`config.mk`:
```
export PLATFORM = sky130hd
export DESIGN_NAME = dma_arm_ctrl
export DESIGN_NICKNAME = d
export VERILOG_FILES = /design/src/rtl/dma_arm_pkg.sv /design/src/rtl/dma_arm_reg.sv /design/src/rtl/dma_arm_chan.sv /design/src/rtl/dma_arm_irq.sv /design/src/rtl/dma_arm_ctrl.sv
export SDC_FILE = /design/constraint.sdc
export NUM_CORES = 1
export LEC_CHECK = 0
export ABC_AREA = 1
export BUFFER_PORTS_ARGS = -buffer_cell sky130_fd_sc_hd__buf_2
export CAP_MARGIN = 20
export CORE_MARGIN = 1
export CORE_UTILIZATION = 50
export CTS_BUF_LIST = sky130_fd_sc_hd__clkbuf_4
export DETAILED_ROUTE_END_ITERATION = 16
export GPL_TIMING_DRIVEN = 0
export HOLD_SLACK_MARGIN = 0.06
export PLACE_DENSITY = 0.72
export SLEW_MARGIN = 20
export SYNTH_ARGS = -nofsm -noshare
export SYNTH_HDL_FRONTEND = slang
export SYNTH_HIERARCHICAL = 1
export SYNTH_SLANG_ARGS = --single-unit
```
`constraint.sdc`:
```
create_clock -name clk -period 2.5 [get_ports clk]
set_input_delay 0.125 -clock clk [delete_from_list [all_inputs] [get_ports clk]]
set_output_delay 0.125 -clock clk [all_outputs]
set_load 0.01 [all_outputs]
```
`src/rtl/dma_arm_pkg.sv`:
```
package dma_arm_pkg;

    localparam int REG_W     = 8;
    localparam int ABORT_POS = 7;

    // Length carried by the first unit of a variable-length channel.
    function automatic logic [7:0] first_unit_len(
        input logic       word_mode,
        input logic       low7,
        input logic [7:0] unit
    );
        if (!word_mode && low7)
            return {1'b0, unit[6:0]};
        return unit;
    endfunction

endpackage

```
`src/rtl/dma_arm_reg.sv`:
```
module dma_arm_reg
    import dma_arm_pkg::*;
#(
    parameter int NCH = 5
) (
    input  logic             clk,
    input  logic             rst_n,
    input  logic             wr_i,
    input  logic [REG_W-1:0] wdata_i,
    input  logic [NCH-1:0]   done_i,
    input  logic [NCH-1:0]   rpt_i,
    output logic [NCH-1:0]   arm_o,
    output logic [NCH-1:0]   abort_o,
    output logic [REG_W-1:0] rdata_o
);

    typedef struct packed {
        logic [NCH-1:0] arm;
    } arm_state_t;

    arm_state_t st_d, st_q;

    always_comb begin
        st_d    = st_q;
        abort_o = '0;
        if (wr_i && wdata_i[ABORT_POS])
            abort_o = wdata_i[NCH-1:0];
        // one-shot channels drop out at completion
        st_d.arm = st_q.arm & ~(done_i & ~rpt_i);
        st_d.arm = st_d.arm & ~abort_o;
        if (wr_i && !wdata_i[ABORT_POS])
            st_d.arm = wdata_i[NCH-1:0];
    end

    always_ff @(posedge clk or negedge rst_n) begin
        if (!rst_n)
            st_q <= '0;
        else
            st_q <= st_d;
    end

    assign arm_o   = st_q.arm;
    assign rdata_o = {{(REG_W-NCH){1'b0}}, st_q.arm};

    a_r2_load_arm: assert property (@(posedge clk) disable iff (!rst_n)
        (wr_i && !wdata_i[ABORT_POS]) |=> (arm_o == $past(wdata_i[NCH-1:0])));

    a_r7_abort_clears: assert property (@(posedge clk) disable iff (!rst_n)
        (wr_i && wdata_i[ABORT_POS]) |=> ((arm_o & $past(wdata_i[NCH-1:0])) == '0));

    a_r7_abort_arms_none: assert property (@(posedge clk) disable iff (!rst_n)
        (wr_i && wdata_i[ABORT_POS]) |=> ((arm_o & ~$past(arm_o)) == '0));

    a_r5_repeat_keeps: assert property (@(posedge clk) disable iff (!rst_n)
        (!wr_i && ((done_i & rpt_i) != '0)) |=> ((arm_o & $past(done_i & rpt_i)) == $past(done_i & rpt_i)));

endmodule

```
`src/rtl/dma_arm_chan.sv`:
```
module dma_arm_chan
    import dma_arm_pkg::*;
#(
    parameter int CNT_W = 10
) (
    input  logic             clk,
    input  logic             rst_n,
    input  logic             arm_i,
    input  logic             abort_i,
    input  logic             strobe_i,
    input  logic [7:0]       data_i,
    input  logic             var_i,
    input  logic             word_i,
    input  logic             low7_i,
    input  logic [CNT_W-1:0] len_i,
    output logic             done_o
);

    typedef struct packed {
        logic             have_len;
        logic [CNT_W-1:0] tgt;
        logic [CNT_W-1:0] cnt;
    } chan_state_t;

    chan_state_t      st_d, st_q;
    logic [CNT_W-1:0] var_len;
    logic [CNT_W-1:0] goal;
    logic [CNT_W-1:0] cnt_inc;

    always_comb begin
        st_d    = st_q;
        done_o  = 1'b0;
        var_len = CNT_W'(first_unit_len(word_i, low7_i, data_i));
        goal    = var_i ? st_q.tgt : len_i;
        cnt_inc = st_q.cnt + 1'b1;
        if (!arm_i || abort_i) begin
            st_d = '0;
        end else if (strobe_i) begin
            if (var_i && !st_q.have_len) begin
                if (var_len == '0) begin
                    done_o = 1'b1;
                    st_d   = '0;
                end else begin
                    st_d.have_len = 1'b1;
                    st_d.tgt      = var_len;
                    st_d.cnt      = '0;
                end
            end else if (cnt_inc >= goal) begin
                done_o = 1'b1;
                st_d   = '0;
            end else begin
                st_d.cnt = cnt_inc;
            end
        end
    end

    always_ff @(posedge clk or negedge rst_n) begin
        if (!rst_n)
            st_q <= '0;
        else
            st_q <= st_d;
    end

    a_r3_idle_disarmed: assert property (@(posedge clk) disable iff (!rst_n)
        (!arm_i) |=> (st_q == '0));

    a_r9_len_nonzero: assert property (@(posedge clk) disable iff (!rst_n)
        st_q.have_len |-> (st_q.tgt != '0));

    a_r9_cnt_below_len: assert property (@(posedge clk) disable iff (!rst_n)
        st_q.have_len |-> (st_q.cnt < st_q.tgt));

    a_r8_abort_no_done: assert property (@(posedge clk) disable iff (!rst_n)
        abort_i |-> !done_o);

endmodule

```
`src/rtl/dma_arm_irq.sv`:
```
module dma_arm_irq #(
    parameter int NCH = 5
) (
    input  logic           clk,
    input  logic           rst_n,
    input  logic [NCH-1:0] done_i,
    input  logic [NCH-1:0] en_i,
    output logic [NCH-1:0] irq_o
);

    typedef struct packed {
        logic [NCH-1:0] irq;
    } irq_state_t;

    irq_state_t st_d, st_q;

    always_comb begin
        st_d     = st_q;
        st_d.irq = done_i & en_i;
    end

    always_ff @(posedge clk or negedge rst_n) begin
        if (!rst_n)
            st_q <= '0;
        else
            st_q <= st_d;
    end

    assign irq_o = st_q.irq;

    a_r6_needs_done: assert property (@(posedge clk) disable iff (!rst_n)
        ((irq_o & ~$past(done_i)) == '0));

endmodule

```
`src/rtl/dma_arm_ctrl.sv`:
```
module dma_arm_ctrl
    import dma_arm_pkg::*;
#(
    parameter int NCH   = 5,
    parameter int CNT_W = 10
) (
    input  logic                 clk,
    input  logic                 rst_n,
    input  logic                 reg_wr,
    input  logic [7:0]           reg_wdata,
    output logic [7:0]           reg_rdata,
    input  logic [NCH-1:0]       cfg_irq_en,
    input  logic [NCH-1:0]       cfg_repeat,
    input  logic [NCH-1:0]       cfg_var_len,
    input  logic [NCH-1:0]       cfg_word,
    input  logic [NCH-1:0]       cfg_len7,
    input  logic [NCH*CNT_W-1:0] cfg_len_fixed,
    input  logic [NCH-1:0]       xfer_strobe,
    input  logic [7:0]           xfer_data,
    output logic [NCH-1:0]       xfer_en,
    output logic [NCH-1:0]       irq
);

    logic [NCH-1:0] arm;
    logic [NCH-1:0] abort_mask;
    logic [NCH-1:0] done;

    dma_arm_reg #(.NCH(NCH)) u_reg (
        .clk     (clk),
        .rst_n   (rst_n),
        .wr_i    (reg_wr),
        .wdata_i (reg_wdata),
        .done_i  (done),
        .rpt_i   (cfg_repeat),
        .arm_o   (arm),
        .abort_o (abort_mask),
        .rdata_o (reg_rdata)
    );

    for (genvar c = 0; c < NCH; c++) begin : g_chan
        dma_arm_chan #(.CNT_W(CNT_W)) u_chan (
            .clk      (clk),
            .rst_n    (rst_n),
            .arm_i    (arm[c]),
            .abort_i  (abort_mask[c]),
            .strobe_i (xfer_strobe[c]),
            .data_i   (xfer_data),
            .var_i    (cfg_var_len[c]),
            .word_i   (cfg_word[c]),
            .low7_i   (cfg_len7[c]),
            .len_i    (cfg_len_fixed[c*CNT_W +: CNT_W]),
            .done_o   (done[c])
        );
    end

    dma_arm_irq #(.NCH(NCH)) u_irq (
        .clk    (clk),
        .rst_n  (rst_n),
        .done_i (done),
        .en_i   (cfg_irq_en),
        .irq_o  (irq)
    );

    assign xfer_en = arm;

    a_r3_strobe_onehot: assert property (@(posedge clk) disable iff (!rst_n)
        $onehot0(xfer_strobe));

    a_r8_abort_no_irq: assert property (@(posedge clk) disable iff (!rst_n)
        (reg_wr && reg_wdata[7]) |=> ((irq & $past(reg_wdata[NCH-1:0])) == '0));

    a_r2_read_upper_zero: assert property (@(posedge clk) disable iff (!rst_n)
        (reg_wr && !reg_wdata[7]) |=> (reg_rdata[7:NCH] == '0 && reg_rdata[NCH-1:0] == $past(reg_wdata[NCH-1:0])));

endmodule

```
### Word level (Yosys, flattened, before mapping)

Index checks and enable logic that the tools add are counted.

* register bits after elaboration: 115
* input bits: 99
* word-level logic and storage cells: 164

* $add $sub $neg: 5
* order comparisons: 5
* muxes and demuxes: 77
* bitwise logic cells: 7
* reduce and logical (&&, ||, !) cells: 53

Operator list (number)
* 21-bit two-way mux: 20
* 10-bit two-way mux: 10
* 8-bit two-way mux: 10
* 11-bit two-way mux: 5
* 10-bit by 1-bit adder with 10-bit output, second input constant: 5
* 10-bit >= comparator: 5
* 8-bit zero test: 5
* 1-bit two-way mux: 30
* 5-bit bitwise AND: 4
* 1-bit zero test: 16
* 5-bit NOT: 3
* 3-bit nonzero test: 5
* 1-bit logical AND: 12
* 5-bit two-way mux: 2
* 2-bit AND reduction: 5
* 2-bit nonzero test: 5
* 1-bit logical OR: 5

### Longest topological paths before layout

* depth after elaboration: 14
* mapped depth: 18

### Cells and area by module

The synthesis kept the hierarchy.

Modules (own cells, without submodules)
* dma_arm_chan: instances 5, cells each 192, area an instance 1436.4 µm², sequential area each 475.5 µm²
* dma_arm_reg: instances 1, cells each 52, area an instance 352.8 µm², sequential area each 125.1 µm²
* dma_arm_irq: instances 1, cells each 15, area an instance 162.7 µm², sequential area each 125.1 µm²

### Least setup slack after synthesis

No wires, ideal clock.

* kind: flip-flop to flip-flop
* start point: register g_chan[0].u_chan/st_q[0] (netlist bit)
* end point: register u_reg.st_q (netlist bit u_reg/arm_o[0])
* arrival time: 2036 ps
* required time: 2382 ps
* slack: 346 ps
* cell stages (with the launch flop): 18
* path buffers: 1
* period minus slack after synthesis: 2154 ps
* cells stage by stage: dfrtp_1 -> ha_1 -> nand2_1 -> nor3_2 -> nand3_1 -> nand2_1 -> inv_1 -> ha_1 -> nand2_1 -> nor2_1 -> nand3_1 -> nand3_2 -> inv_2 -> buf_6 -> nor2_1 -> nand2_1 -> nand4_1 -> nand2_1

RTL lines
* start, declared: RTL line dma_arm_chan.sv:25 `chan_state_t st_d, st_q;`
* start signal, assigned: RTL line dma_arm_chan.sv:61 `st_q <= st_d;`
* end signal, assigned: RTL line dma_arm_reg.sv:39 `st_q <= st_d;`
* end, declared: RTL line dma_arm_reg.sv:21 `arm_state_t st_d, st_q;`

==> impl_results.md <==
- Design Power: 3.60 mW
- Final design utilization: 0.650
- Top FF cell, synth: dfrtp_1
- Fin. max-slew vios: 0
- Critical Path Start: g_chan[2].u_chan/st_q[0]
- Crit path DAT: 2770 ps
- RSZ-0062 raised after global routing: true
- Initial Util: 0.522
- Layout cells sized above 1: 0.260
- Worst R2R End: u_reg/arm_o[2]
- Cells after DPL: 1320
- Hold endpoint: g_chan[0].u_chan/st_q[17]
- Vias in the first global route: 6999
- Antenna-violating nets left: 0
- Slew HR: 0.651
- Post-Layout Cell Count: 1403
- CTS buffer count: 9
- Clk_lat worst skew: 490 ps
- DR pass1 iterations: 5
- Mean Syn Cell Area: 7.50 um2
- 1st-iter DRT viols: 492
- Flops & latches, synth: 105
- Number of vias per cell: 5.23
- Most used cell, CP: nand2_1
- Number of max-cap violations: 0
- H-Tree Depth: 3
- WHS Path Cells: 5
- Finished Cell Area: 9580 um2
- Commonest non-fill, non-tap cell in the layout: nand2_1
- VDD IR max: 0.249 mV
- Root Buffer: clkbuf_4
- Largest net degree at the start of global routing: 75
- Final Cycle Share: 0.958
- Worst setup path class: flip-flop to flip-flop
- CP max stage delay: 450 ps
- Worst Path Required: 2870 ps
- Hold path start: xfer_data[7]
- EDFF count, synth: 0
- Crit path max fanout: 10
- Cells along the critical path: buf_4, nand3_2, inv_2, nand3_1, nand2_1, nand2_1, ha_1, nand2_1, nor2_2, nand3_1, nand3_2, inv_2, buf_6, nor2_4, nand2_1, nand4_1, nand2_1
- Core Box Area: 14800 um2
- Clk buf depth: 2
- Syn Std Cell Area: 7700 um2
- Dpl hpwl: 14300 um
- CTS tree: yes
- Die height: 126 um
- Reg2reg setup slack: 110 ps
- Worst setup SP type: flip-flop
- GR Util All Layers: 0.261
- DIE AREA: 15900 um2
- Global route total overflow: 0
- Commonest non-fill, non-tap cells in the layout: nand2_1, nand3_1, buf_2
- DRC Markers: 0
- Cell Area, Placed: 8500 um2
- Cells after Synth: 1027
- Setup violations, final: 0
- Netlist cell types: 26
- Reg2Reg Depth: 17
- Sequential cell area fraction in the yosys report: 0.341
- Tightest Pin Transition: 523 ps
- Boundary Pins: 117
- Crit path max-delay cell type: dfrtp_1
- First-pass GRT wire length: 33000 um
- Worst flop-to-flop path startpoint: g_chan[2].u_chan/st_q[0]
- Syn-to-layout area delta: 24.5%
- Crit path capture type: flip-flop
- Worst-path clk slew: 160 ps
- Clk sinks: 105
- Final Hold Fails: 0
- Outcome: finished clean
- Antenna violations before repair: 1
- FILL cells: 1303
- Final GP Congestion: 0.836
- Worst Clk Skew: 27.0 ps
- FP Rows: 44
- Via count: 7342
- Synth warn: 6
- Port Buffer Count: 106
- WL final: 20300 um
- Die W: 126 um
- Pwr dens: 376 nW/um2
- Leakage Power: 5.68 nW
- Hold Path Class: primary input to flip-flop
- Async SR Flop Fraction: 1.00
- FMAX: 418 MHz
- Tmin final: 2390 ps
- Net count reported at finish: 1366
- Drt wl/cell: 14.4 um
- Setup tns final: 0 ps
stage by stage:
step,hold slack (ps),setup slack (ps)
2_1_floorplan,-171,346
3_3_place_gp,307,-16.1
3_5_place_dp,43.3,-29.9
4_1_cts,63.8,-9.27
5_1_grt,91.8,-58.5
6_report,122,106
repair_timing:
action	4_1_cts	5_1_grt
pin swaps	1	29
resized for setup	2	77
endpoints found under the hold margin	205	0
setup buffers	5	17
setup endpoints to repair	3	32
hold buffers	45	0
cell type report:
type                            count  area, um2  share of cell area
Sequential cell                   105       2640               0.275
Timing Repair Buffer              174       1190               0.124
Tap cell                          184        230              0.0240
Inverter                          147        557              0.0581
Antenna cell                        2       5.00            0.000522
Multi-Input combinational cell    744       4600               0.480
Clock buffer                       10       75.1             0.00783
Clock inverter                      6       82.6             0.00862
Buffer                             31        213              0.0222
worst max-delay path, delay by kind of cell, from the launching register on:
kind | cells | cell delay, ps
AND/OR/NAND/NOR | 12 | 1080
adder cells (fa/ha/maj) | 1 | 320
flip-flops | 1 | 450
buffers and inverters | 4 | 460
worst max-delay path by stage:
stage | endpoint | cells after the start
after floorplan | u_reg/arm_o[0] | 17
after detailed placement | u_reg/arm_o[2] | 17
final | u_reg/arm_o[2] | 17
after global routing | u_reg/arm_o[2] | 17
after CTS | u_reg/arm_o[3] | 17
after global placement | g_chan[2].u_chan/st_q[4] | 1
Yosys cell counts (8+ instances only):
library cell,instances,area [um2]
clkbuf_1,10,37.5
nand4_1,65,407
xnor2_2,10,163
nor2_1,35,131
buf_4,8,60.1
nor2_2,10,62.6
dfrtp_1,105,2630
nand3_1,120,601
nand2_2,21,131
inv_2,32,120
a21oi_1,15,75.1
ha_1,55,688
buf_6,10,113
nand2_1,330,1240
xor2_1,15,131
inv_1,110,413
mux2i_1,35,350
per-layer routing:
| layer | wire length [um] | GRT usage | vias up | part of all wire |
|---|---|---|---|---|
| met1 | 8580 | 0.335 | 3405 | 0.42 |
| met3 | 1230 | 0.0480 | 32 | 0.061 |
| met4 | 386 | 0.0872 | 0 | 0.019 |
| li1 | - | - | 3679 | - |
| met2 | 10100 | 0.441 | 226 | 0.50 |
| met5 | 0 | 0 | - | 0 |
kinds of logic after synthesis:
family          count (synthesis)  synth area share
fa+ha+maj                      55            0.0894
other cells                     1          0.000487
xor+xnor                       25            0.0382
simple gates                  611             0.373
flops                         105             0.341
buf+inv                       180             0.102
compound gates                 15           0.00975
mux                            35            0.0455
where the power goes:
group          total, mW  switching [mW]  internal (mW)  leakage, nW
combinational      0.831           0.503          0.328         4.15
sequential          1.78          0.0366           1.74         1.44
clock              0.995           0.583          0.412       0.0862
registers in the layout, summed over array words and instances, names as in the netlist:
register            flops
u_irq/irq_o             5
u_reg/arm_o             5
g_chan.u_chan/st_q     95
(Power assumes the default switching activity.)
